### src/rtl/sdc_pkg.sv
`timescale 1ns/1ps
package sdc_pkg;
  localparam int FRAME_BITS = 16;
  localparam int CMD_BITS   = 4;
  localparam int CFG_BITS   = 12;
  localparam int CODE_BITS  = 10;

  // configuration field positions
  localparam int F_REF     = 11;
  localparam int F_FMT     = 10;
  localparam int F_LONG    = 9;
  localparam int F_HALF    = 8;
  localparam int F_PDIFF   = 7;
  localparam int F_MODE_HI = 6;
  localparam int F_MODE_LO = 5;
  localparam int F_SEQ_HI  = 4;
  localparam int F_SEQ_LO  = 3;
  localparam int F_EOC     = 2;
  localparam int F_TRIG_HI = 1;
  localparam int F_TRIG_LO = 0;

  localparam logic [CMD_BITS-1:0] OP_CFG_RD = 4'h9;
  localparam logic [CMD_BITS-1:0] OP_CFG_WR = 4'hA;
  localparam logic [CMD_BITS-1:0] OP_TST_LO = 4'hB;
  localparam logic [CMD_BITS-1:0] OP_TST_HI = 4'hD;
  localparam logic [CMD_BITS-1:0] OP_CH_HI  = 4'h7;

  function automatic logic is_conv_op(input logic [CMD_BITS-1:0] op);
    return (op <= OP_CH_HI) || ((op >= OP_TST_LO) && (op <= OP_TST_HI));
  endfunction

  function automatic logic [CODE_BITS-1:0] fmt_code(input logic [CODE_BITS-1:0] code,
                                                    input logic twos);
    logic [CODE_BITS-1:0] r;
    r = code;
    if (twos) r[CODE_BITS-1] = ~code[CODE_BITS-1];
    return r;
  endfunction
endpackage

### src/rtl/sdc_sync.sv
`timescale 1ns/1ps
module sdc_sync #(
  parameter int              WIDTH   = 3,
  parameter int              STAGES  = 2,
  parameter logic [WIDTH-1:0] RST_VAL = '0
) (
  input  logic             clk,
  input  logic             rst_n,
  input  logic [WIDTH-1:0] din,
  output logic [WIDTH-1:0] dout
);
  logic [STAGES-1:0][WIDTH-1:0] stg_q;

  always_ff @(posedge clk or negedge rst_n) begin
    if (!rst_n) begin
      stg_q <= {STAGES{RST_VAL}};
    end else begin
      for (int i = STAGES - 1; i > 0; i--) stg_q[i] <= stg_q[i-1];
      stg_q[0] <= din;
    end
  end

  assign dout = stg_q[STAGES-1];
endmodule

### src/rtl/sdc_shifter.sv
`timescale 1ns/1ps
module sdc_shifter import sdc_pkg::*; #(
  parameter int FRAME_W = FRAME_BITS
) (
  input  logic               clk,
  input  logic               rst_n,
  input  logic               sclk_s,
  input  logic               cs_n_s,
  input  logic               sdi_s,
  input  logic               half_div,
  input  logic [FRAME_W-1:0] tx_word,
  output logic               sclk_rise,
  output logic               sclk_fall,
  output logic               frame_load,
  output logic               nib_stb,
  output logic [CMD_BITS-1:0] nib_val,
  output logic               frm_stb,
  output logic [FRAME_W-1:0] frm_word,
  output logic               conv_clk_en,
  output logic               sdo
);
  localparam int CNT_W = $clog2(FRAME_W + 1);
  localparam logic [CNT_W-1:0] NIB_LAST = CNT_W'(CMD_BITS - 1);
  localparam logic [CNT_W-1:0] FRM_LAST = CNT_W'(FRAME_W - 1);
  localparam logic [CNT_W-1:0] FRM_FULL = CNT_W'(FRAME_W);

  logic               sclk_d_q, cs_d_q;
  logic [CNT_W-1:0]   cnt_q, cnt_d;
  logic [FRAME_W-1:0] rx_q, rx_d;
  logic [FRAME_W-1:0] tx_q, tx_d;
  logic               phase_q, phase_d;
  logic               nib_q, nib_d;
  logic               frm_q, frm_d;
  logic               cen_q, cen_d;
  logic               active;

  assign sclk_rise  = sclk_s & ~sclk_d_q;
  assign sclk_fall  = ~sclk_s & sclk_d_q;
  assign frame_load = cs_d_q & ~cs_n_s;
  assign active     = ~cs_n_s;

  always_comb begin
    cnt_d   = cnt_q;
    rx_d    = rx_q;
    tx_d    = tx_q;
    phase_d = phase_q;
    nib_d   = 1'b0;
    frm_d   = 1'b0;
    cen_d   = 1'b0;
    if (!active) begin
      cnt_d   = '0;
      phase_d = 1'b0;
    end else if (sclk_rise) begin
      cen_d   = ~half_div | phase_q;
      phase_d = ~phase_q;
      if (cnt_q != FRM_FULL) begin
        rx_d  = {rx_q[FRAME_W-2:0], sdi_s};
        cnt_d = cnt_q + 1'b1;
        nib_d = (cnt_q == NIB_LAST);
        frm_d = (cnt_q == FRM_LAST);
      end
    end
    if (frame_load) begin
      tx_d = tx_word;
    end else if (active && sclk_fall) begin
      tx_d = {tx_q[FRAME_W-2:0], 1'b0};
    end
  end

  always_ff @(posedge clk or negedge rst_n) begin
    if (!rst_n) begin
      sclk_d_q <= 1'b0;
      cs_d_q   <= 1'b1;
      cnt_q    <= '0;
      rx_q     <= '0;
      tx_q     <= '0;
      phase_q  <= 1'b0;
      nib_q    <= 1'b0;
      frm_q    <= 1'b0;
      cen_q    <= 1'b0;
    end else begin
      sclk_d_q <= sclk_s;
      cs_d_q   <= cs_n_s;
      cnt_q    <= cnt_d;
      rx_q     <= rx_d;
      tx_q     <= tx_d;
      phase_q  <= phase_d;
      nib_q    <= nib_d;
      frm_q    <= frm_d;
      cen_q    <= cen_d;
    end
  end

  assign nib_stb     = nib_q;
  assign nib_val     = rx_q[CMD_BITS-1:0];
  assign frm_stb     = frm_q;
  assign frm_word    = rx_q;
  assign conv_clk_en = cen_q;
  assign sdo         = tx_q[FRAME_W-1];
endmodule

### src/rtl/sdc_cmd_cfg.sv
`timescale 1ns/1ps
module sdc_cmd_cfg import sdc_pkg::*; (
  input  logic                  clk,
  input  logic                  rst_n,
  input  logic                  nib_stb,
  input  logic [CMD_BITS-1:0]   nib_val,
  input  logic                  frm_stb,
  input  logic [FRAME_BITS-1:0] frm_word,
  input  logic                  frame_load,
  input  logic [CODE_BITS-1:0]  result_word,
  output logic [CFG_BITS-1:0]   cfg_q,
  output logic                  conv_start,
  output logic [FRAME_BITS-1:0] tx_word
);
  localparam int PAD_CFG  = FRAME_BITS - CFG_BITS;
  localparam int PAD_CODE = FRAME_BITS - CODE_BITS;

  logic [CFG_BITS-1:0] cfg_d;
  logic                rd_sel_q, rd_sel_d;
  logic [CMD_BITS-1:0] op;
  logic                mode_oneshot;

  assign op           = frm_word[FRAME_BITS-1 -: CMD_BITS];
  assign mode_oneshot = (cfg_q[F_MODE_HI:F_MODE_LO] == 2'b00);

  always_comb begin
    cfg_d    = cfg_q;
    rd_sel_d = rd_sel_q;
    if (frm_stb) begin
      if (op == OP_CFG_WR) cfg_d = frm_word[CFG_BITS-1:0];
      rd_sel_d = (op == OP_CFG_RD) && mode_oneshot;
    end else if (frame_load) begin
      rd_sel_d = 1'b0;
    end
  end

  always_ff @(posedge clk or negedge rst_n) begin
    if (!rst_n) begin
      cfg_q    <= '0;
      rd_sel_q <= 1'b0;
    end else begin
      cfg_q    <= cfg_d;
      rd_sel_q <= rd_sel_d;
    end
  end

  assign conv_start = nib_stb & is_conv_op(nib_val);
  assign tx_word    = rd_sel_q ? {{PAD_CFG{1'b0}}, cfg_q}
                               : {result_word, {PAD_CODE{1'b0}}};
endmodule

### src/rtl/sdc_sample.sv
`timescale 1ns/1ps
module sdc_sample import sdc_pkg::*; #(
  parameter int SHORT_CLKS = 12
) (
  input  logic                 clk,
  input  logic                 rst_n,
  input  logic                 sclk_rise,
  input  logic                 conv_start,
  input  logic                 long_sel,
  input  logic                 twos,
  input  logic [CODE_BITS-1:0] conv_code,
  output logic                 sampling,
  output logic [CODE_BITS-1:0] result_word
);
  localparam int LONG_CLKS = 2 * SHORT_CLKS;
  localparam int CNT_W     = $clog2(LONG_CLKS);
  localparam logic [CNT_W-1:0] LIM_SHORT = CNT_W'(SHORT_CLKS - 1);
  localparam logic [CNT_W-1:0] LIM_LONG  = CNT_W'(LONG_CLKS - 1);

  logic                 open_q, open_d;
  logic [CNT_W-1:0]     cnt_q, cnt_d;
  logic [CNT_W-1:0]     lim_q, lim_d;
  logic [CODE_BITS-1:0] res_q, res_d;

  always_comb begin
    open_d = open_q;
    cnt_d  = cnt_q;
    lim_d  = lim_q;
    res_d  = res_q;
    if (conv_start) begin
      open_d = 1'b1;
      cnt_d  = '0;
      lim_d  = long_sel ? LIM_LONG : LIM_SHORT;
    end else if (open_q && sclk_rise) begin
      if (cnt_q == lim_q) begin
        open_d = 1'b0;
        res_d  = fmt_code(conv_code, twos);
      end else begin
        cnt_d = cnt_q + 1'b1;
      end
    end
  end

  always_ff @(posedge clk or negedge rst_n) begin
    if (!rst_n) begin
      open_q <= 1'b0;
      cnt_q  <= '0;
      lim_q  <= LIM_SHORT;
      res_q  <= '0;
    end else begin
      open_q <= open_d;
      cnt_q  <= cnt_d;
      lim_q  <= lim_d;
      res_q  <= res_d;
    end
  end

  assign sampling    = open_q;
  assign result_word = res_q;
endmodule

### src/rtl/sdc_frontend.sv
`timescale 1ns/1ps
module sdc_frontend import sdc_pkg::*; #(
  parameter int SYNC_STAGES = 2,
  parameter int SHORT_CLKS  = 12
) (
  input  logic                 clk,
  input  logic                 rst_n,
  input  logic                 sclk,
  input  logic                 cs_n,
  input  logic                 sdi,
  output logic                 sdo,
  input  logic [CODE_BITS-1:0] conv_code,
  output logic [CFG_BITS-1:0]  cfg_word,
  output logic                 ref_internal,
  output logic                 twos_comp,
  output logic                 long_sample,
  output logic                 half_conv_clk,
  output logic                 pseudo_diff,
  output logic [1:0]           conv_mode,
  output logic [1:0]           sweep_seq,
  output logic                 eoc_sel,
  output logic [1:0]           fifo_trig,
  output logic                 sampling,
  output logic                 conv_clk_en,
  output logic [CODE_BITS-1:0] result_word
);
  logic [1:0] rst_pipe_q;
  logic       rst_sync_n;

  always_ff @(posedge clk or negedge rst_n) begin
    if (!rst_n) rst_pipe_q <= '0;
    else        rst_pipe_q <= {rst_pipe_q[0], 1'b1};
  end
  assign rst_sync_n = rst_pipe_q[1];

  logic [2:0] pins_s;
  logic       sclk_s, cs_n_s, sdi_s;

  sdc_sync #(.WIDTH(3), .STAGES(SYNC_STAGES), .RST_VAL(3'b010)) u_sync (
    .clk   (clk),
    .rst_n (rst_sync_n),
    .din   ({sclk, cs_n, sdi}),
    .dout  (pins_s)
  );
  assign {sclk_s, cs_n_s, sdi_s} = pins_s;

  logic                  sclk_rise, sclk_fall, frame_load;
  logic                  nib_stb, frm_stb, conv_start;
  logic [CMD_BITS-1:0]   nib_val;
  logic [FRAME_BITS-1:0] frm_word, tx_word;
  logic [CFG_BITS-1:0]   cfg_q;

  sdc_shifter #(.FRAME_W(FRAME_BITS)) u_shift (
    .clk         (clk),
    .rst_n       (rst_sync_n),
    .sclk_s      (sclk_s),
    .cs_n_s      (cs_n_s),
    .sdi_s       (sdi_s),
    .half_div    (cfg_q[F_HALF]),
    .tx_word     (tx_word),
    .sclk_rise   (sclk_rise),
    .sclk_fall   (sclk_fall),
    .frame_load  (frame_load),
    .nib_stb     (nib_stb),
    .nib_val     (nib_val),
    .frm_stb     (frm_stb),
    .frm_word    (frm_word),
    .conv_clk_en (conv_clk_en),
    .sdo         (sdo)
  );

  sdc_cmd_cfg u_cfg (
    .clk         (clk),
    .rst_n       (rst_sync_n),
    .nib_stb     (nib_stb),
    .nib_val     (nib_val),
    .frm_stb     (frm_stb),
    .frm_word    (frm_word),
    .frame_load  (frame_load),
    .result_word (result_word),
    .cfg_q       (cfg_q),
    .conv_start  (conv_start),
    .tx_word     (tx_word)
  );

  sdc_sample #(.SHORT_CLKS(SHORT_CLKS)) u_sample (
    .clk         (clk),
    .rst_n       (rst_sync_n),
    .sclk_rise   (sclk_rise),
    .conv_start  (conv_start),
    .long_sel    (cfg_q[F_LONG]),
    .twos        (cfg_q[F_FMT]),
    .conv_code   (conv_code),
    .sampling    (sampling),
    .result_word (result_word)
  );

  assign cfg_word      = cfg_q;
  assign ref_internal  = cfg_q[F_REF];
  assign twos_comp     = cfg_q[F_FMT];
  assign long_sample   = cfg_q[F_LONG];
  assign half_conv_clk = cfg_q[F_HALF];
  assign pseudo_diff   = cfg_q[F_PDIFF];
  assign conv_mode     = cfg_q[F_MODE_HI:F_MODE_LO];
  assign sweep_seq     = cfg_q[F_SEQ_HI:F_SEQ_LO];
  assign eoc_sel       = cfg_q[F_EOC];
  assign fifo_trig     = cfg_q[F_TRIG_HI:F_TRIG_LO];
endmodule

### config.mk
export PLATFORM = sky130hd
export DESIGN_NAME = sdc_frontend
export DESIGN_NICKNAME = d
export VERILOG_FILES = /design/src/rtl/sdc_pkg.sv /design/src/rtl/sdc_sync.sv /design/src/rtl/sdc_shifter.sv /design/src/rtl/sdc_cmd_cfg.sv /design/src/rtl/sdc_sample.sv /design/src/rtl/sdc_frontend.sv
export SDC_FILE = /design/constraint.sdc
export NUM_CORES = 1
export LEC_CHECK = 0
export CAP_MARGIN = 20
export CORE_MARGIN = 5
export CORE_UTILIZATION = 45
export DETAILED_ROUTE_END_ITERATION = 10
export HOLD_SLACK_MARGIN = 0.05
export PLACE_DENSITY_LB_ADDON = 0.05
export SYNTH_ARGS = -nofsm -noshare
export SYNTH_HDL_FRONTEND = slang
export SYNTH_SLANG_ARGS = --single-unit
### constraint.sdc
create_clock -name clk -period 3.8 [get_ports clk]
set_clock_uncertainty 0.15 [all_clocks]
set_input_delay 0.38 -clock clk [delete_from_list [all_inputs] [get_ports clk]]
set_output_delay 0.38 -clock clk [all_outputs]
set_load 0.01 [all_outputs]
==> flow_summary.json, run 1 <==
{
  "maxCapViolations": 0,
  "critPathCaptureType": "flop",
  "grt_pass1_wl_um": 11800,
  "cts_buffers": 9,
  "core_mm2": 0.00769,
  "n_antenna_cell": 0,
  "cts_num_sinks": 82,
  "clk_path_buf_depth": 2,
  "startpoint_type": "flop",
  "yosys_register_bits": 82,
  "dr.pass1.iters": 4,
  "grt_max_degree": 81,
  "cts_setup_buffers": 0,
  "slew_headroom_pct": 30.6,
  "hold_viol": 0,
  "crit-reg2reg-launch": "u_shift.sclk_d_q$_DFF_PN0_",
  "antenna_found_initial": 0,
  "place_ws_ns": 1.55,
  "synth_area_mm2": 0.00354,
  "drtIter0Drc": 40,
  "required_ns": 3.89,
  "layout_min_cycle_time_ns": 2.24,
  "fp.dieW_um": 98.7,
  "clock_latency_ns": 0.35,
  "synth_top_cells_by_count": "dfrtp_1 (78), mux2_2 (38), nand2_1 (37)",
  "die_y_um": 98.7,
  "ioPinCount": 52,
  "path_class": "flop to flop",
  "crit_fanout": 17,
  "htree_levels": 3,
  "std_cell_rows": 32,
  "async_flop_share_pct": 100,
  "syn-num-nets": 316,
  "clock.fmax_mhz": 445,
  "start_util_pct": 46.1,
  "clk_pin_slew_ns": 0.09,
  "drive_above_1_share_pct": 19.0,
  "synth_top_cell_by_area": "dfrtp_1",
  "rsz0062_at_grt": "false",
  "slowest_delay_ns": 0.62,
  "setup_slack_ns": 1.56,
  "via_count": 2305,
  "gp_congestion": 0.742,
  "totalWireLength_um": 6910,
  "synth_edf_count": 0,
  "synthTopCellsByArea": "dfrtp_1 (55%), mux2_2 (12%), nand2_1 (3.9%)",
  "power_density_mw_per_mm2": 430,
  "cts_tree": "yes",
  "path_cells": "nand2b_1 > a31oi_2 > and2b_1 > mux2_2",
  "timing_worst_slew_pin_value_ns": 1.04,
  "setup_tns_ns": 0,
  "hold_class": "flop to async pin",
  "use_met2_pct": 21.5,
  "syn_inst": 297,
  "grtUsageTotal_pct": 15.2,
  "ys.flop_type": "dfrtp_1",
  "dpl.hpwl_um": 4630,
  "synth_top_area_share_pct": 55.1,
  "syn2layout_area_growth_pct": 20.7,
  "drv_slew": 0,
  "postRouteAntennaNets": 0,
  "post-route-drc-count": 0,
  "via_per_inst": 5.19,
  "layout.nets": 356,
  "yosysUniqueCellTypes": 41,
  "clk_root_buffer_cell": "clkbuf_8",
  "yosysMostFrequentCell": "dfrtp_1",
  "vdd_ir_drop_max_mv": 0.218,
  "ys_warn_count": 0,
  "die-area_mm2": 0.00975,
  "detail_route.wl_per_cell_um": 15.6,
  "busiest_layer": "met1",
  "final.period_utilization_pct": 59.1,
  "syn_avg_cell_area_um2": 11.9,
  "grt_pass1_vias": 2256,
  "use_met3_pct": 3.75,
  "slowest_stage": "and2b_1",
  "grtUsageMet1_pct": 22.7,
  "grt_overflow": 0,
  "yosysSeqAreaShare_pct": 58.1,
  "cp-startpoint": "u_shift.sclk_d_q$_DFF_PN0_",
  "status": "completed",
  "setup-violations-final": 0,
  "p_leak_uw": 0.00185,
  "numPortBuffers": 51,
  "crit_arrival_ns": 2.34
}
-- worst max-delay path: cells and delay by family (launching register included) --
family             cells  cell delay [ns]
muxes                  1             0.40
and+or+nand+nor        2             0.86
DFF                    1             0.42
AOI/OAI and AO/OA      1             0.29
-- worst paths after layout --
path,to,slack (ns),depth (start not counted)
max,u_shift.frm_word[3]$_DFFE_PN0P_,1.56,4
min,u_shift.frm_word[6]$_DFFE_PN0P_,0.18,1
max reg2reg,u_shift.frm_word[3]$_DFFE_PN0P_,1.56,4
min reg2reg,u_shift.frm_word[6]$_DFFE_PN0P_,0.18,1
max in group asynchronous,u_cfg.cfg_q[4]$_DFFE_PN0P_,2.46,1
min in group clk,u_sync.dout[2]$_DFF_PN0_,0.20,0
-- cell families (layout without fill, tap and decap cells) --
logic type	count (synthesis)	in the layout	synth area share [%]
compound gates	52	52	9.68
mux	39	39	12.4
fa+ha+maj	4	4	1.41
flops	82	82	58.1
other cells	1	1	0.106
simple gates	82	82	11.8
buf+inv	31	76	5.09
xor+xnor	6	6	1.48
-- per-layer routing --
metal | up-vias | wire length (um)
met5 | - | 0
met4 | 0 | 77
met3 | 8 | 243
met2 | 36 | 3240
met1 | 1151 | 3340
li1 | 1110 | -
-- registers in the layout (all words and copies together), names as in the netlist, 2 cells and up --
name	count
u_sync.dout	3
u_sample.result_word	10
u_shift.frm_word	16
u_sample.cnt_q	5
u_shift.cnt_q	5
u_cfg.cfg_q	12
u_shift.tx_q	16
rst_pipe_q	2
u_sync.stg_q	3
u_sample.lim_q	2
-- power breakdown --
part | switching (uW) | internal (uW)
sequential | 59.1 | 954
clock | 333 | 308
combinational | 86.4 | 99.1
-- cells in the final DEF, fill, tap and decap left out, types with 2 or more instances in the layout --
cell type,n
dlygate4sd3_1,2
o31ai_1,3
xnor2_1,4
clkbuf_8,9
and2_1,2
dfstp_2,4
mux2_2,38
clkinvlp_4,3
a21oi_1,14
and3b_1,2
a211oi_1,7
or4_1,2
clkdlybuf4s50_1,51
xor2_1,2
clkinv_4,2
nand2_1,37
ha_1,4
nand2b_1,2
nor3_1,3
inv_1,6
nor2b_1,11
a31oi_1,15
dfrtp_1,77
o21ai_0,7
and3_1,2
nor2_1,7
nand3_1,6
-- what timing repair did --
| item | in CTS | in global routing |
|---|---|---|
| hold endpoints to repair | 2 | 11 |
| gates resized for setup | 0 | 0 |
| hold buffers | 1 | 1 |
-- stage by stage --
| step | utilization, % | hold WS, ns | instances | area [um^2] | power [uW] |
|---|---|---|---|---|---|
| after global placement | 52.4 | 0.186 | 425 | 4030 | 1210 |
| final | 55.6 | 0.175 | 444 | 4280 | 1840 |
| after floorplan | - | -0.0656 | 297 | 3540 | 1150 |
| after global routing | 55.6 | 0.216 | 444 | 4280 | 1940 |
| after CTS | 55.1 | 0.208 | 442 | 4240 | 1860 |
| after detailed placement | 52.4 | 0.187 | 425 | 4030 | 1210 |
-- final cells by class --
cell class                 instances  area, um^2
clock inverter                     7        78.8
fill                             690        3410
timing repair buffer              54         558
sequential                        82        2060
clock buffer                       9         124
tap                              102         128
multi-input combinational        184        1310
inverter                           6        22.5
Power figures use the tool's default switching activity.
==> run 2, diff against run 1 <==
- clock period: 3.8 -> 1.9 ns (I/O delays scaled with it)
==> flow_summary.json, run 2 (synthesis results as in run 1) <==
{
  "status": "completed",
  "grt_pass1_vias": 2285,
  "final_util_pct": 57.5,
  "hold_viol": 0,
  "clock_latency_ns": 0.34,
  "grtUsageTotal_pct": 15.1,
  "regArea_mm2": 0.00206,
  "drv_slew": 0,
  "cts_buffers": 9,
  "highest_layer": "met4",
  "regToRegEndpoint": "u_sample.cnt_q[0]$_DFFE_PN0P_",
  "clk_pin_slew_ns": 0.08,
  "vdd_ir_drop_max_mv": 0.412,
  "wl_met3_um": 313,
  "antenna_found_initial": 0,
  "r2r_cells": 5,
  "maxCapViolations": 0,
  "p_leak_uw": 0.00194,
  "layout_min_cycle_time_ns": 1.82,
  "setup-violations-final": 0,
  "path_cells": "and3_1 > o211a_4 > buf_4 > or3_2 > a21oi_1",
  "grt_overflow": 0,
  "timing_worst_slew_pin_value_ns": 0.593,
  "syn2layout_area_growth_pct": 24.8,
  "setup_tns_ns": 0,
  "min_path_cells": 1,
  "grt_max_degree": 37,
  "required_ns": 2.03,
  "dr.pass1.iters": 4,
  "grt_pass1_wl_um": 11800,
  "via_per_inst": 5.14,
  "cts_num_sinks": 82,
  "via_count": 2364,
  "totalWireLength_um": 7100,
  "fillerInstances": 699,
  "crit_buf_inv": 1,
  "layout_commonest_cell": "dfrtp_1",
  "n_antenna_cell": 0,
  "final_cell_mix": "dfrtp_1 (76), clkdlybuf4s50_1 (51), mux2_2 (38), nand2_1 (37), a31oi_1 (15)",
  "crit-reg2reg-launch": "u_sample.cnt_q[4]$_DFFE_PN0P_",
  "rrSetupSlack_ns": 0.08,
  "slowest_delay_ns": 0.42,
  "layout.nets": 372,
  "wl_met2_um": 3420,
  "clock.fmax_mhz": 551,
  "drive_above_1_share_pct": 23.2,
  "rsz0062_at_grt": "false",
  "path_delay_family": "simple AND/OR/NAND/NOR gates",
  "fp.dieW_um": 98.7,
  "crit_arrival_ns": 1.94,
  "post-route-drc-count": 0,
  "critPathCaptureType": "flop",
  "final.period_utilization_pct": 95.5,
  "crit_fanout": 5,
  "clk_root_buffer_cell": "clkbuf_8",
  "path_class": "flop to flop",
  "start_util_pct": 46.1,
  "detail_route.wl_per_cell_um": 15.4,
  "hold_class": "input pin to flop",
  "numPortBuffers": 51,
  "die_y_um": 98.7,
  "startpoint_type": "flop",
  "postRouteAntennaNets": 0,
  "clk_path_buf_depth": 2,
  "std_cell_rows": 32,
  "core_mm2": 0.00769,
  "cts_tree": "yes",
  "dpl.hpwl_um": 5040,
  "path_depth": 5,
  "whs_endpoint": "u_sync.stg_q[1]$_DFF_PN1_",
  "ioPinCount": 52,
  "die-area_mm2": 0.00975,
  "htree_levels": 3,
  "multi_input_area_mm2": 0.00134,
  "met1Wirelength_um": 3340,
  "gp_congestion": 0.770,
  "slowest_stage": "dfrtp_1",
  "drtIter0Drc": 83,
  "timing.hold.ws_ns": 0.0959,
  "power_density_mw_per_mm2": 819,
  "slew_headroom_pct": 60.5,
  "min_from": "cs_n"
}
[run 2: cell types whose count changed in the layout (fill, tap and decap cells not counted), sizes merged]
| cell | change |
|---|---|
| inv | -1 |
| dlygate4sd3 | -1 |
| buf | +16 |
| clkbuf | +1 |
| o211a | +1 |
| clkinvlp | -2 |
| clkinv | +2 |
[run 2: through the flow]
step | cells | area [um^2] | total power (uW) | setup WS (ns)
3_5_place_dp | 440 | 4190 | 2460 | 0.0749
2_1_floorplan | 297 | 3550 | 2290 | 0.0298
6_report | 460 | 4420 | 3620 | 0.0848
3_3_place_gp | 440 | 4190 | 2450 | 0.118
4_1_cts | 457 | 4380 | 3670 | 0.0453
5_1_grt | 460 | 4420 | 3820 | 0.0280
[run 2: what timing repair did]
action,CTS,global route
setup endpoints to repair,0,12
endpoints found under the hold margin,2,0
setup buffers,0,2
gates resized for setup,0,4
hold buffers,1,0
[run 2: where the power goes]
part / total [uW] / leakage, uW / internal, uW / switching (uW)
Sequential: 2040 / 0.00104 / 1910 / 130
Combinational: 386 / 0.000806 / 214 / 171
Clock: 1200 / 0.0000958 / 598 / 598
[run 2: worst max-delay path by stage]
stage                                   from                             endpoint  slack, ns
2_1_floorplan   u_shift.cnt_q[0]$_DFFE_PN0P_      u_shift.frm_word[0]$_DFFE_PN0P_       0.03
3_3_place_gp   u_sample.lim_q[3]$_DFFE_PN1N_  u_sample.result_word[0]$_DFFE_PN0P_       0.12
3_5_place_dp   u_sample.cnt_q[2]$_DFFE_PN0P_  u_sample.result_word[0]$_DFFE_PN0P_       0.07
4_1_cts        u_sample.cnt_q[2]$_DFFE_PN0P_  u_sample.result_word[5]$_DFFE_PN0P_       0.05
5_1_grt        u_sample.cnt_q[4]$_DFFE_PN0P_        u_sample.cnt_q[0]$_DFFE_PN0P_       0.03
6_report       u_sample.cnt_q[4]$_DFFE_PN0P_        u_sample.cnt_q[0]$_DFFE_PN0P_       0.08
[run 2: worst register-to-register path: stages (launching register included)]
cell and delay, ns:
dfrtp_1 0.42, and3_1 0.24, o211a_4 0.27, buf_4 0.13
or3_2 0.40, a21oi_1 0.14
[run 2: final cells by class]
| class | count | share of cell area, % |
|---|---|---|
| flip-flops and latches | 82 | 46.7 |
| multi-input cells | 185 | 30.2 |
| repair buffers | 69 | 15.5 |
| clock buffers | 10 | 2.89 |
| well taps | 102 | 2.89 |
| clock inverters | 6 | 1.30 |
| inverters | 6 | 0.510 |
[run 2: per-layer routing]
metal | vias up | GRT usage, %
met4 | 0 | 3.15
met3 | 2 | 4.95
met5 | - | 0
met2 | 42 | 23.2
met1 | 1170 | 21.1
li1 | 1150 | -
